$ cat src/rtl/mgmt_mode_ctl.sv
module mgmt_mode_ctl #(
  parameter int OPW = 8,
  parameter logic [OPW-1:0] RES_OP0 = 8'h0F,
  parameter logic [OPW-1:0] RES_OP1 = 8'hAA
) (
  input  logic           clk,
  input  logic           rst_n,
  input  logic           mgmt_req_i,
  input  logic           nmi_req_i,
  input  logic           irq_req_i,
  input  logic           irq_en_i,
  input  logic           insn_boundary_i,
  input  logic           dec_valid_i,
  input  logic [OPW-1:0] dec_op0_i,
  input  logic [OPW-1:0] dec_op1_i,
  input  logic           restore_ok_i,
  output logic           in_mgmt_o,
  output logic           save_ctx_o,
  output logic           handler_go_o,
  output logic           nmi_ack_o,
  output logic           irq_ack_o,
  output logic           ud_fault_o,
  output logic           shutdown_o
);

  typedef enum logic [2:0] {ST_RUN, ST_SAVE, ST_LAUNCH, ST_MGMT, ST_DEAD} st_t;

  st_t  st, st_nx;
  logic pend;

  wire running = (st == ST_RUN);
  wire wants   = pend | mgmt_req_i;
  wire take    = running & insn_boundary_i & wants;
  wire is_res  = dec_valid_i & (dec_op0_i == RES_OP0) & (dec_op1_i == RES_OP1);

  always_comb begin
    st_nx = st;
    case (st)
      ST_RUN:    if (take) st_nx = ST_SAVE;
      ST_SAVE:   st_nx = ST_LAUNCH;
      ST_LAUNCH: st_nx = ST_MGMT;
      ST_MGMT:   if (is_res) st_nx = restore_ok_i ? ST_RUN : ST_DEAD;
      default:   st_nx = ST_DEAD;
    endcase
  end

  always_ff @(posedge clk) begin
    if (!rst_n) begin
      st   <= ST_RUN;
      pend <= 1'b0;
    end else begin
      st   <= st_nx;
      pend <= take ? 1'b0 : wants;
    end
  end

  assign save_ctx_o   = (st == ST_SAVE);
  assign handler_go_o = (st == ST_LAUNCH);
  assign in_mgmt_o    = (st == ST_MGMT);
  assign shutdown_o   = (st == ST_DEAD);
  assign ud_fault_o   = running & is_res;
  assign nmi_ack_o    = running & insn_boundary_i & nmi_req_i & ~wants;
  assign irq_ack_o    = running & insn_boundary_i & irq_req_i & irq_en_i & ~nmi_req_i & ~wants;

endmodule

$ cat config.mk
export PLATFORM = sky130hd
export DESIGN_NAME = mgmt_mode_ctl
export DESIGN_NICKNAME = d
export VERILOG_FILES = /design/src/rtl/mgmt_mode_ctl.sv
export SDC_FILE = /design/constraint.sdc
export NUM_CORES = 1
export LEC_CHECK = 0
export CAP_MARGIN = 20
export CORE_AREA = 2 2 39 41
export DETAILED_ROUTE_END_ITERATION = 8
export DIE_AREA = 0 0 41 43
export GPL_ROUTABILITY_DRIVEN = 0
export PLACE_DENSITY = 0.65
export SYNTH_ARGS = -nofsm -noshare
export SYNTH_HDL_FRONTEND = slang
export SYNTH_SLANG_ARGS = --single-unit
$ cat constraint.sdc
create_clock -name clk -period 1.13 [get_ports clk]
set_input_delay 0.226 -clock clk [delete_from_list [all_inputs] [get_ports clk]]
set_output_delay 0.226 -clock clk [all_outputs]
set_load 0.03 [all_outputs]
After elaboration in Yosys (flattened, before gate mapping)
Index checks and enable logic that the tools add are counted.
{"block": "word_totals", "regBits": 4, "output_inout_bits": 7, "elab_cells": 32}
{"block": "op_classes", "eq_ne": 8, "n_mux": 4, "bitwise_logic": 15, "reduce_logical": 3}
{"cell": "3-bit one-hot mux with 4 select lines", "n": 1}
{"cell": "1-bit bitwise AND", "n": 11}
{"cell": "3-bit 2-to-1 mux", "n": 3}
{"cell": "8-bit by 4-bit equality test with 1-bit output (second input constant)", "n": 1}
{"cell": "8-bit equality test (second input constant)", "n": 1}
{"cell": "3-bit by 2-bit equality test with 1-bit output (second input constant)", "n": 2}
{"cell": "2-bit by 1-bit != test with 1-bit output (second input constant)", "n": 2}
{"cell": "3-bit by 1-bit equality test with 1-bit output (second input constant)", "n": 1}
{"cell": "3-bit equality test (second input constant)", "n": 1}
{"cell": "3-bit zero test", "n": 1}
{"cell": "1-bit NOT", "n": 3}
{"cell": "2-bit AND reduction", "n": 1}
{"cell": "2-bit OR reduction", "n": 1}
{"cell": "1-bit bitwise OR", "n": 1}

Depth between registers and ports, before layout
{"block": "depth", "ltp_word": 6, "depth_mapped": 3, "depth_no_buf": 3}

Worst setup path before layout
No wires, ideal clock.
{"block": "synth_path", "path_kind": "input-to-output", "from": "in dec_op0_i[3]", "to": "out ud_fault_o", "arrival_time_ns": 1.650, "required_time_ns": 0.904, "path_slack_ns": -0.746, "stages": 3, "path_buffers": 0, "cell_sequence": "nand4_1 > or3_1 > nor4bb_1"}
{"block": "synth_via", "elab_chain_cells": 4}
{"element": "from (decl)", "line": "14", "rtl": "input logic [OPW-1:0] dec_op0_i,"}
{"element": "8-bit by 4-bit equality test with 1-bit output", "line": "34", "rtl": "wire is_res = dec_valid_i & (dec_op0_i == RES_OP0) & (dec_op1_i == RES_OP1);"}
{"element": "1-bit bitwise AND (2 in series)", "line": "34"}
{"element": "1-bit bitwise AND", "line": "61", "rtl": "assign ud_fault_o = running & is_res;"}
{"element": "to (decl)", "line": "22", "rtl": "output logic ud_fault_o,"}
Every way passes these cells.

Worst setup path after layout
{"block": "layout_path", "from": "reg st[2]", "to": "out ud_fault_o"}
{"block": "layout_via", "elab_chain_cells": 2}
{"element": "from (decl)", "line": "28", "rtl": "st_t st, st_nx;"}
{"element": "from (signal assigned)", "line": "52", "rtl": "st <= st_nx;"}
{"element": "3-bit zero test", "line": "31", "rtl": "wire running = (st == ST_RUN);"}
{"element": "1-bit bitwise AND", "line": "61"}
Every way passes these cells.

==> impl_metrics.yaml <==
status:
  status: "finished with violations"
  violations: "setup timing"
worst_setup_path:
  crit_required_ps: 900
  cp.arrival_ps: 1280
  start_kind: "register"
  reg2reg_depth: 5
  worst_setup_path_end_kind: "output port"
  cp_max_fo: 2
  r2r_slack_ps: 10
  critPathKind: "register to output port"
  r2r-start: "st[0]"
  r2r-end: "st[1]"
synthesis:
  synth.area.mux_share: 0
  synth-edff-count: 0
  synthArstFlopShare: 0
  netlist_area_um2: 288
  ys_dominant_reg_cell: "dfxtp_1"
  synth-simple-area-share: 0.530
  synthXorXnorAreaFrac: 0
  synth-seq-area-share: 0.278
  synth-adder-area-share: 0
  netlist_instances: 38
  ys_seq_elements: 4
  synth_top_family_by_area: "simple AND/OR/NAND/NOR gates"
  synth_cell_types: 21
  synth-compound-area-share: 0.178
  syn_avg_cell_area_um2: 7.57
  yosys_warnings: 0
  syn_nets: 63
sta:
  setup_ws_ps: -375
  worst_pin_slew_ps: 285
  clock_skew_ps: 7.45
  finalMaxSlewViolations: 0
  slew_headroom: 0.808
  hold_viol: 0
  period_share: 1.33
  setup_viol_count_final: 7
  rsz0062_at_grt: "yes"
  fmax_mhz: 665
  fin_crit_ps: 1500
routing:
  antenna_left: 0
  wirelength_um: 1360
  first_pass_iters: 4
  detail_route.vias_per_cell: 5.06
  drc: 0
  drt-initial-drc-count: 7
  post_drt_wl_per_cell_um: 13.1
  dr_total_vias: 526
min_path:
  worstHoldStart: "mgmt_req_i"
  hp-class: "input pin to register"
  min_to: "pend"
  hold_path_depth: 3
floorplan:
  die_h_um: 43
  std_cell_rows: 14
  placeableCoreArea_mm2: 0.00138
  fp.dieW_um: 41
  die-area_mm2: 0.00176
  start_util: 0.208
  io_pins: 32
power:
  p_total_mw: 0.630
  powerDensity_mw_per_mm2: 718
  ir_drop_v: 0.000522
  p_leak_nw: 0.408
clock_network:
  cts_tree: "built"
  numCtsBuffers: 3
  ctsRootBufferMaster: "clkbuf_4"
  clk_pin_slew_ps: 40
  htree_levels: 1
  clkSinkCount: 4
  clk_path_buf_depth: 2
  clk_latency_ps: 250
  holdBufCountCts: 0
grt:
  antenna_found_initial: 0
  grt_overflow_total: 0
  grt_max_degree: 8
  grt_usage: 0.138
  grt_pass1_vias: 431
  grt_pass1_wl_um: 1610
run:
  cap_violations: 0
cells_and_area:
  register_area_um2: 83.8
  finalNetCount: 115
  layout-drive-gt1-share: 0.580
  n_antenna_cell: 0
  num-fill-cells: 129
  multi_input_area_um2: 319
  area_growth_pct: 205
placed_design:
  dp_hpwl_um: 830
  pre_cts_slack_ps: -706
  port_buffers: 31
-- per-stage QoR --
| step | hold WS (ps) | TNS, ps | instance area [um2] | instances | util |
|---|---|---|---|---|---|
| 5_1_grt | 486 | -2050 | 877 | 104 | 0.634 |
| 2_1_floorplan | 315 | -469 | 355 | 38 | - |
| 6_report | 460 | -1720 | 877 | 104 | 0.634 |
| 3_5_place_dp | 609 | -2510 | 736 | 94 | 0.532 |
| 4_1_cts | 462 | -1560 | 817 | 99 | 0.590 |
| 3_3_place_gp | 604 | -2430 | 736 | 94 | 0.532 |
-- worst max path at each step --
stage | start | to | slack, ps
after CTS | dec_op0_i[3] | ud_fault_o | -380
after floorplan | dec_op0_i[3] | ud_fault_o | -280
after detailed placement | dec_op0_i[2] | ud_fault_o | -710
final | st[2] | ud_fault_o | -370
after global placement | dec_op0_i[3] | ud_fault_o | -690
after global routing | st[2] | ud_fault_o | -420
-- area by class of cell --
cell class                 count  area share
timing repair buffer          47       0.488
multi-input combinational     33       0.364
sequential                     4      0.0956
inverter                       1     0.00428
tap                           16      0.0228
clock buffer                   3      0.0257
-- sequential cells by signal, summed over array words and instances (netlist names) --
register	flops
pend	1
st	3
-- worst max-delay path, cell delays in order (launching register included) --
cell and delay [ps]:
dfxtp_2 330, nor3_4 220, buf_6 120, nor4bb_4 190, buf_6 170
-- Yosys cell counts (all sizes together) (2+ instances only) --
library cell  instances  area [um2]
a21oi                 2        10.0
and4b                 2        20.0
nor3                  3        15.0
nand2                 3        11.3
nor3b                 3        22.5
nand4                 2        12.5
o21ai                 2        10.0
dfxtp                 4        80.1
nor2                  5        18.8
-- placed cells by master (no fill, tap or decap), drive strengths merged, types with 2 or more instances in the layout --
master,synthesis,final
clkdlybuf4s50,0,6
nor3,3,3
dlygate4sd2,0,9
a21oi,2,2
clkbuf,0,5
clkdlybuf4s15,0,3
and4b,2,2
nand2,3,3
nor2,5,5
nand4,2,2
o21ai,2,2
dfxtp,4,4
buf,0,27
nor3b,3,3
-- routing by layer --
layer,part of all wire,wire [um],vias up,track usage
met5,0,0,-,0
met4,0.030,41,0,0.120
met3,0.098,133,4,0.0262
met2,0.53,724,28,0.213
met1,0.34,459,239,0.149
li1,-,-,255,-
-- timing repair --
item / 4_1_cts / 5_1_grt
resized for setup: 47 / 13
pin swaps: 13 / 9
setup buffers: 2 / 7
endpoints found under the setup margin: 10 / 8
-- power breakdown --
group | total [mW] | switching [mW] | internal [mW]
Clock | 0.192 | 0.0719 | 0.120
Combinational | 0.277 | 0.109 | 0.168
Sequential | 0.161 | 0.00877 | 0.153
-- logic make-up after synthesis --
| family | count (synthesis) |
|---|---|
| compound gates | 8 |
| buf+inv | 1 |
| simple gates | 25 |
| flops | 4 |
Note: power is estimated with default switching activity, not from simulation.
